## config.mk

```make
export PLATFORM = sky130hd
export DESIGN_NAME = sclk_dual_div
export DESIGN_NICKNAME = d
export VERILOG_FILES = /design/src/rtl/sclk_div_pkg.sv /design/src/rtl/sclk_div_cfg.sv /design/src/rtl/sclk_div_count.sv /design/src/rtl/sclk_div_edge.sv /design/src/rtl/sclk_dual_div.sv
export SDC_FILE = /design/constraint.sdc
export NUM_CORES = 1
export LEC_CHECK = 0
export CORE_UTILIZATION = 42
export CTS_BUF_LIST = sky130_fd_sc_hd__clkbuf_8
export DETAILED_ROUTE_END_ITERATION = 10
export SLEW_MARGIN = 15
export SYNTH_ARGS = -nofsm -noshare
export SYNTH_HDL_FRONTEND = slang
export SYNTH_SLANG_ARGS = --single-unit
```

## constraint.sdc

```tcl
create_clock -name clk_i -period 5.3 [get_ports clk_i]
set_clock_uncertainty 0.2 [all_clocks]
set_input_delay 1.59 -clock clk_i [delete_from_list [all_inputs] [get_ports clk_i]]
set_output_delay 1.59 -clock clk_i [all_outputs]
set_load 0.1 [all_outputs]
```

## src/rtl/sclk_div_pkg.sv

```systemverilog
package sclk_div_pkg;

   // Path encoding seen on path_sel_i
   typedef enum logic {
      PATH_POW2 = 1'b0,
      PATH_FINE = 1'b1
   } path_e;

   // Width needed to hold (half period - 1) for both paths
   function automatic int half_width(input int pow2_w, input int fine_w);
      int p;
      p = 1 << pow2_w;
      return (p > fine_w) ? p : fine_w;
   endfunction

endpackage

```

## src/rtl/sclk_div_cfg.sv

```systemverilog
// Shadow copy of the divider settings. It loads only while the burst is idle
// and turns the selected path into a terminal count (half period - 1).
module sclk_div_cfg
   import sclk_div_pkg::*;
#(
   parameter int POW2_W  = 3,
   parameter int FINE_W  = 8,
   parameter bit HAS_FINE = 1'b1,
   parameter int HALF_W  = 8
) (
   input  logic              clk_i,
   input  logic              rst_ni,
   input  logic              run_i,
   input  logic [POW2_W-1:0] pow2_exp_i,
   input  logic [FINE_W-1:0] fine_div_i,
   input  logic              path_sel_i,
   input  logic              cpol_i,
   input  logic              cpha_i,
   output logic [HALF_W-1:0] term_o,
   output logic              cpol_o,
   output logic              cpha_o
);

   logic [POW2_W-1:0] exp_q;
   logic [FINE_W-1:0] fine_q;
   path_e             sel_q;
   logic              cpol_q;
   logic              cpha_q;

   always_ff @(posedge clk_i or negedge rst_ni) begin
      if (!rst_ni) begin
         exp_q  <= '0;
         fine_q <= '0;
         sel_q  <= PATH_POW2;
         cpol_q <= 1'b0;
         cpha_q <= 1'b0;
      end else if (!run_i) begin
         exp_q  <= pow2_exp_i;
         fine_q <= fine_div_i;
         sel_q  <= path_e'(path_sel_i);
         cpol_q <= cpol_i;
         cpha_q <= cpha_i;
      end
   end

   // Power-of-two half period is 2^(E+1). At the largest E the shifted one
   // leaves the vector and the subtraction wraps to all ones, which is the
   // wanted terminal count.
   logic [POW2_W:0]   shamt;
   logic [HALF_W-1:0] pow2_term;

   always_comb begin
      shamt     = {1'b0, exp_q} + (POW2_W+1)'(1);
      pow2_term = (HALF_W'(1) << shamt) - HALF_W'(1);
   end

   generate
      if (HAS_FINE) begin : g_two_path
         always_comb begin
            if (sel_q == PATH_FINE) term_o = HALF_W'(fine_q);
            else                    term_o = pow2_term;
         end
      end else begin : g_pow2_only
         always_comb term_o = pow2_term;
      end
   endgenerate

   assign cpol_o = cpol_q;
   assign cpha_o = cpha_q;

endmodule

```

## src/rtl/sclk_div_count.sv

```systemverilog
// Half-period counter. It is held at zero while idle and wraps at the terminal count.
module sclk_div_count #(
   parameter int HALF_W = 8
) (
   input  logic              clk_i,
   input  logic              rst_ni,
   input  logic              run_i,
   input  logic [HALF_W-1:0] term_i,
   output logic              tick_o
);

   logic [HALF_W-1:0] cnt_q;

   assign tick_o = run_i && (cnt_q == term_i);

   always_ff @(posedge clk_i or negedge rst_ni) begin
      if (!rst_ni)                 cnt_q <= '0;
      else if (!run_i || tick_o)   cnt_q <= '0;
      else                         cnt_q <= cnt_q + HALF_W'(1);
   end

endmodule

```

## src/rtl/sclk_div_edge.sv

```systemverilog
// Serial-clock flop and per-edge strobes with phase applied.
module sclk_div_edge (
   input  logic clk_i,
   input  logic rst_ni,
   input  logic run_i,
   input  logic tick_i,
   input  logic idle_lvl_i,
   input  logic cpol_q_i,
   input  logic cpha_q_i,
   output logic sclk_o,
   output logic launch_o,
   output logic sample_o
);

   logic sclk_q, launch_q, sample_q;
   logic leading;
   logic samp_now;

   always_comb begin
      leading  = (sclk_q == cpol_q_i);
      samp_now = leading ^ cpha_q_i;
   end

   always_ff @(posedge clk_i or negedge rst_ni) begin
      if (!rst_ni) begin
         sclk_q   <= 1'b0;
         launch_q <= 1'b0;
         sample_q <= 1'b0;
      end else if (!run_i) begin
         sclk_q   <= idle_lvl_i;
         launch_q <= 1'b0;
         sample_q <= 1'b0;
      end else if (tick_i) begin
         sclk_q   <= ~sclk_q;
         sample_q <= samp_now;
         launch_q <= ~samp_now;
      end else begin
         launch_q <= 1'b0;
         sample_q <= 1'b0;
      end
   end

   assign sclk_o   = sclk_q;
   assign launch_o = launch_q;
   assign sample_o = sample_q;

endmodule

```

## src/rtl/sclk_dual_div.sv

```systemverilog
module sclk_dual_div
   import sclk_div_pkg::*;
#(
   parameter int POW2_W   = 3,
   parameter int FINE_W   = 8,
   parameter bit HAS_FINE = 1'b1
) (
   input  logic              clk_i,
   input  logic              rst_ni,
   input  logic [POW2_W-1:0] pow2_exp_i,
   input  logic [FINE_W-1:0] fine_div_i,
   input  logic              path_sel_i,
   input  logic              cpol_i,
   input  logic              cpha_i,
   input  logic              run_i,
   output logic              sclk_o,
   output logic              launch_o,
   output logic              sample_o
);

   localparam int HALF_W = half_width(POW2_W, FINE_W);

   generate
      if (POW2_W < 1 || POW2_W > 4) begin : g_bad_pow2
         $error("sclk_dual_div: POW2_W must lie in 1..4");
      end
      if (FINE_W < 1 || FINE_W > 16) begin : g_bad_fine
         $error("sclk_dual_div: FINE_W must lie in 1..16");
      end
   endgenerate

   logic [HALF_W-1:0] term;
   logic              cpol_q, cpha_q, tick;

   sclk_div_cfg #(
      .POW2_W  (POW2_W),
      .FINE_W  (FINE_W),
      .HAS_FINE(HAS_FINE),
      .HALF_W  (HALF_W)
   ) u_cfg (
      .clk_i      (clk_i),
      .rst_ni     (rst_ni),
      .run_i      (run_i),
      .pow2_exp_i (pow2_exp_i),
      .fine_div_i (fine_div_i),
      .path_sel_i (path_sel_i),
      .cpol_i     (cpol_i),
      .cpha_i     (cpha_i),
      .term_o     (term),
      .cpol_o     (cpol_q),
      .cpha_o     (cpha_q)
   );

   sclk_div_count #(.HALF_W(HALF_W)) u_count (
      .clk_i  (clk_i),
      .rst_ni (rst_ni),
      .run_i  (run_i),
      .term_i (term),
      .tick_o (tick)
   );

   sclk_div_edge u_edge (
      .clk_i      (clk_i),
      .rst_ni     (rst_ni),
      .run_i      (run_i),
      .tick_i     (tick),
      .idle_lvl_i (cpol_i),
      .cpol_q_i   (cpol_q),
      .cpha_q_i   (cpha_q),
      .sclk_o     (sclk_o),
      .launch_o   (launch_o),
      .sample_o   (sample_o)
   );

endmodule

```

==> run_results.csv, run 1 <==
group,metric,value,unit
pwr,power,0.445,mW
clock_tree,clkLatencyLatePin,260,ps
yosys,syn_area,1470,sq um
clock_tree,postCtsSetupRepairBufs,0,
yosys,ys_types,44,
clock_tree,clk_path_buf_depth,2,
detailed_routing,wirelength,2760,microns
yosys,yosys.area_share.simple,20.4,%
yosys,syn_area_per_cell,10.8,sq um
setup_path,crit_buf_inv,1,
yosys,synth_sequential_area_ratio,42.6,%
clock_tree,cts_resized,0,
detailed_routing,drtAntennaViolNets,0,
placement,hpwl,2040,microns
pwr,powerDensity,262,nW/um^2
floorplan,io_pins,20,
layout,final_cell_mix,"dfrtp_1, clkdlybuf4s50_1, mux2_2, nor2_1, xnor2_1",
grt,use_met1,21.1,%
setup_path,cp-end-kind,"primary output",
yosys,synth_area_leaders,"dfrtp_1, mux2_2, xnor2_1",
sta,rsz0062_at_grt,"false",
placement,gp_congestion,0.744,
setup_path,crit_path_top_delay_cell,"clkdlybuf4s50_1",
layout,nNetsFinal,169,
clock_tree,htreeDepth,1,
yosys,synth_fp_nets,155,
yosys,synth_top_area_share,42.6,%
floorplan,die_h,61.2,microns
detailed_routing,wl_per_cell,14.2,microns
floorplan,die_area,3740,sq um
pwr,ir_drop,0.135,mV
placement,io_buffers,19,
grt,met2_usage,29.5,%
yosys,synthMuxAreaShare,11.4,%
clock_tree,cts.sinks,25,
grt,grt_max_degree,26,
sta,drv_slew,0,
detailed_routing,drt_iter0_markers,31,
setup_path,crit_type,"reg2out",
setup_path,slowest_delay,1150,ps
setup_path,crit_chain,"clkdlybuf4s50_1",
layout,n_antenna_cell,0,
layout,n_fill_cell,327,
clock_tree,clockRootBuffer,"clkbuf_8",
clock_tree,hold_buffers,0,
detailed_routing,vias,996,
layout,area_delta_synth_final,15.5,%
sta,holdWs,318,ps
grt,grt_overflow,0,
grt,grt_usage,17.1,%
sta,relSlewSlack,34.8,%
sta,max_freq,276,MHz
detailed_routing,drc,0,
clock_tree,cts.reportedPaths.clkPinSlew,80,ps
grt,top_usage_layer,"met2",
sta,finalCritPeriodShare,68.3,%
layout,drive_above_1_share,20.8,%
setup_path,cp.required,3510,ps
yosys,synth_compound_area_share,8.85,%
yosys,synthXorXnorAreaFrac,10.1,%
grt,use_met3,2.94,%
hold_path,hold_path_class,"reg2reg",
sta,finalSetupViolCount,0,
grt,antenna_found_initial,0,
floorplan,die_x,61.2,microns
floorplan,core_area,3340,sq um
setup_path,worst_setup_path_start_kind,"flip-flop",
grt,grt_first_pass_wirelength,4640,microns
yosys,synth_largest_area_cell,"dfrtp_1",
sta,tns,0,ps
clock_tree,cts_tree,"built",
setup_path,critPathTopFamily,"buffers and inverters",
layout,layout_commonest_cell,"dfrtp_1",
job,cap_violations,0,
sta,worstMarginPinSlew,975,ps
detailed_routing,via_per_inst,5.11,
yosys,netlist_instances,136,
floorplan,row_count,21,
pwr,p_leak,0.699,nW
setup_path,arrival,1830,ps
yosys,ys_ff_latch,25,
yosys,ys_warn_count,0,
sta,finalCriticalPeriod,3620,ps
grt,grt_pass1_vias,1007,
setup_path,cp_max_fo,4,
run_status,status,"finished, final reports clean",
sta,final_hold_viol_count,0,
yosys,synthAdderAreaFrac,1.70,%
clock_tree,cts-buffers-inserted,3,
yosys,synth_top_family_by_area,"simple AND/OR/NAND/NOR gates",
detailed_routing,drt_pass1_iterations,4,
floorplan,start_util,44.1,%
==> cell usage after synthesis (all sizes together) <==
cell,number
o21ai,2
or4,3
a21oi,7
o21a,1
and2,1
nand4,2
dfrtp,25
o31ai,1
nand2,5
o21bai,1
and2b,1
a211oi,1
and4b,1
nand3,5
nor2b,2
xor2,7
ha,2
nand3b,2
or2b,2
xnor2,10
and3,4
mux2,14
inv,2
nor4b,1
a41o,1
buf,5
conb,1
nor2,12
or3,2
mux2i,1
clkbuf,5
nor4,2
a21o,1
nor3b,1
nand2b,1
o22ai,2
==> state kept, by name (all words and copies together), names as in the netlist <==
| name | flops |
|---|---|
| u_cfg.cpha_o | 1 |
| u_cfg.cpol_o | 1 |
| u_cfg.exp_q | 3 |
| u_cfg.fine_q | 8 |
| u_cfg.sel_q | 1 |
| u_count.cnt_q | 8 |
| u_edge.launch_o | 1 |
| u_edge.sample_o | 1 |
| u_edge.sclk_o | 1 |
==> area by class of cell <==
class | count | area (sq um) | area share, %
Sequential cell | 25 | 626 | 36.8
Tap cell | 46 | 57.6 | 3.39
Inverter | 2 | 7.51 | 0.442
Multi-Input combinational cell | 99 | 776 | 45.7
Clock inverter | 1 | 5.00 | 0.295
Timing Repair Buffer | 19 | 185 | 10.9
Clock buffer | 3 | 41.3 | 2.43
==> cell families (layout without fill, tap and decap cells) <==
kind of cell / Yosys count / count (layout)
compound gates: 17 / 17
xor+xnor: 17 / 17
fa+ha+maj: 2 / 2
buf+inv: 12 / 25
flops: 25 / 25
mux: 15 / 15
other cells: 1 / 1
simple gates: 47 / 47
==> power by group <==
| group | total (mW) | switching (mW) | internal [mW] |
|---|---|---|---|
| clock network | 0.110 | 0.0580 | 0.0525 |
| logic | 0.107 | 0.0504 | 0.0565 |
| registers | 0.228 | 0.0228 | 0.205 |
| total | 0.445 | 0.131 | 0.314 |
==> final timing paths <==
path                                                  start                           to  slack (ps)  cells after the start
worst max-delay path              u_edge.sclk_o$_DFFE_PN0N_                       sclk_o        1680                      1
worst min-delay path            u_cfg.fine_q[5]$_DFFE_PN0N_  u_cfg.fine_q[5]$_DFFE_PN0N_         320                      1
worst max register to register   u_cfg.exp_q[1]$_DFFE_PN0N_   u_count.cnt_q[7]$_DFF_PN0_        2210                      8
worst min register to register  u_cfg.fine_q[5]$_DFFE_PN0N_  u_cfg.fine_q[5]$_DFFE_PN0N_         320                      1
max in group asynchronous                            rst_ni   u_count.cnt_q[5]$_DFF_PN0_        3420                      1
min in group asynchronous                            rst_ni    u_edge.sample_o$_DFF_PN0_        1110                      1
==> through the flow <==
step	cells	setup WS (ps)	instance area [sq um]	util, %
after floorplan	136	2370	1470	-
after global placement	191	1700	1660	49.6
after detailed placement	191	1620	1660	49.6
after CTS	195	1660	1700	51.0
after global routing	195	1620	1700	50.9
final	195	1680	1700	50.9
==> worst register-to-register path: cells and delay by family, from the launching register on <==
kind / cells / cell delay, ps
XOR/XNOR: 1 / 160
adder cells (fa/ha/maj): 1 / 290
flip-flops: 1 / 540
multiplexers: 1 / 80
AND/OR/NAND/NOR: 3 / 1180
AO/OA/AOI/OAI: 2 / 530
==> layer usage <==
layer / part of all wire, % / vias to the layer above / wire length, microns
met3: 2.5 / 2 / 70
met5: 0 / - / 0
met2: 51 / 15 / 1400
met1: 46 / 480 / 1260
met4: 0.91 / 0 / 25
li1: - / 499 / -
Note: power is estimated with default switching activity, not from simulation.
==> run 2, diff against run 1 <==
- clock period: 5.3 -> 3.65 ns (I/O delays scaled with it)
==> run_results.csv, run 2 (same netlist as run 1, synthesis figures left out) <==
group,metric,value,unit
clock_tree,cts_resized,0,
setup_path,worst_setup_path_start_kind,"flip-flop",
sta,final_hold_viol_count,0,
placement,gp_congestion,0.905,
sta,tns,0,ps
detailed_routing,drtAntennaViolNets,0,
sta,finalCritPeriodShare,84.9,%
setup_path,crit_type,"reg2reg",
hold_path,holdPathStages,1,
placement,hpwl,2000,microns
setup_path,arrival,3040,ps
floorplan,die_x,61.2,microns
hold_path,hold_path_class,"reg2reg",
grt,grt_overflow,0,
clock_tree,cts_tree,"built",
detailed_routing,vias,991,
clock_tree,clockRootBuffer,"clkbuf_8",
clock_tree,cts.sinks,25,
grt,antenna_found_initial,0,
layout,top_regs,"u_cfg.fine_q x8, u_count.cnt_q x8, u_cfg.exp_q x3",
clock_tree,hold_buffers,0,
layout,layout_commonest_cell,"dfrtp_1",
clock_tree,clk_path_buf_depth,2,
layout,drive_above_1_share,22.5,%
pwr,ir_drop,0.238,mV
sta,max_freq,323,MHz
detailed_routing,drt_iter0_markers,51,
setup_path,cp.required,3590,ps
floorplan,start_util,44.1,%
pwr,p_leak,0.715,nW
sta,drv_slew,0,
layout,final_cell_mix,"dfrtp_1, clkdlybuf4s50_1, mux2_2, nor2_1, xnor2_1",
clock_tree,htreeDepth,1,
grt,grt_max_degree,26,
setup_path,reg2reg_setup_slack,550,ps
detailed_routing,via_per_inst,5.03,
grt,grt_first_pass_wirelength,4650,microns
floorplan,core_area,3340,sq um
job,cap_violations,0,
clock_tree,postCtsSetupRepairBufs,0,
clock_tree,clkLatencyLatePin,270,ps
setup_path,startpoint,"u_cfg.exp_q[1]$_DFFE_PN0N_",
floorplan,die_area,3740,sq um
placement,io_buffers,19,
layout,area_delta_synth_final,16.3,%
floorplan,die_h,61.2,microns
clock_tree,cts.reportedPaths.clkPinSlew,90,ps
sta,finalSetupViolCount,0,
grt,grt_usage,17.1,%
hold_path,whs_endpoint,"u_cfg.fine_q[3]$_DFFE_PN0N_",
sta,holdWs,318,ps
setup_path,cp_max_fo,11,
layout,nNetsFinal,171,
setup_path,r2r-start,"u_cfg.exp_q[1]$_DFFE_PN0N_",
setup_path,cp-end-kind,"flip-flop",
detailed_routing,drc,0,
sta,rsz0062_at_grt,"false",
hold_path,worstHoldStart,"u_cfg.fine_q[3]$_DFFE_PN0N_",
clock_tree,cts-buffers-inserted,3,
detailed_routing,wirelength,2650,microns
setup_path,reg2regPathDepth,8,
setup_path,r2r_end,"u_count.cnt_q[3]$_DFF_PN0_",
layout,n_antenna_cell,0,
detailed_routing,wl_per_cell,13.5,microns
floorplan,io_pins,20,
grt,grt_pass1_vias,997,
pwr,powerDensity,378,nW/um^2
detailed_routing,drt_pass1_iterations,4,
floorplan,row_count,21,
sta,finalCriticalPeriod,3100,ps
run_status,status,"finished, final reports clean",
[run 2: cell count changes in the layout (fill, tap and decap cells not counted), sizes merged]
cell,before,now
clkdlybuf4s50,18,16
clkinv,1,0
buf,1,5
inv,2,3
[run 2: final cells by class]
type / instances / area [sq um]
Multi-Input combinational cell: 99 / 776
Sequential cell: 25 / 626
Clock buffer: 3 / 41.3
Fill cell: 321 / 1630
Timing Repair Buffer: 21 / 198
Tap cell: 46 / 57.6
Inverter: 2 / 7.51
Clock inverter: 1 / 3.75
[run 2: critical path: stages (launching register included)]
cell,delay [ps]
dfrtp_1,520
or3_2,500
ha_1,280
xnor2_1,160
mux2i_1,90
o21a_1,180
or4_4,550
o31ai_4,360
nor2_1,120
[run 2: how the worst max path moves through the flow]
stage                            endpoint  slack [ps]  cells past startpoint
6_report       u_count.cnt_q[3]$_DFF_PN0_         550                      8
5_1_grt        u_count.cnt_q[3]$_DFF_PN0_         370                      8
4_1_cts        u_count.cnt_q[3]$_DFF_PN0_         530                      8
3_5_place_dp   u_count.cnt_q[3]$_DFF_PN0_         560                      8
3_3_place_gp   u_count.cnt_q[7]$_DFF_PN0_         650                      8
2_1_floorplan   u_edge.sclk_o$_DFFE_PN0N_         720                      9
[run 2: layer usage]
metal	up-vias	global-route usage [%]	wire length [microns]
li1	497	-	-
met1	472	24.2	1260
met2	20	27.3	1280
met3	2	2.52	91
met4	0	4.87	17
met5	-	0	0
[run 2: report_power, final]
part | internal (mW) | switching [mW]
Combinational | 0.0828 | 0.0737
Clock | 0.0752 | 0.0858
Sequential | 0.297 | 0.0316
[run 2: through the flow]
stage               power, mW  worst slack [ps]  instances  util (%)  area (sq um)
floorplan               0.451               717        136         -          1470
global placement        0.489               649        193      49.9          1660
detailed placement      0.493               556        193      49.9          1660
CTS                     0.656               535        197      51.2          1710
global route            0.687               369        197      51.2          1710
finish                  0.647               551        197      51.2          1710
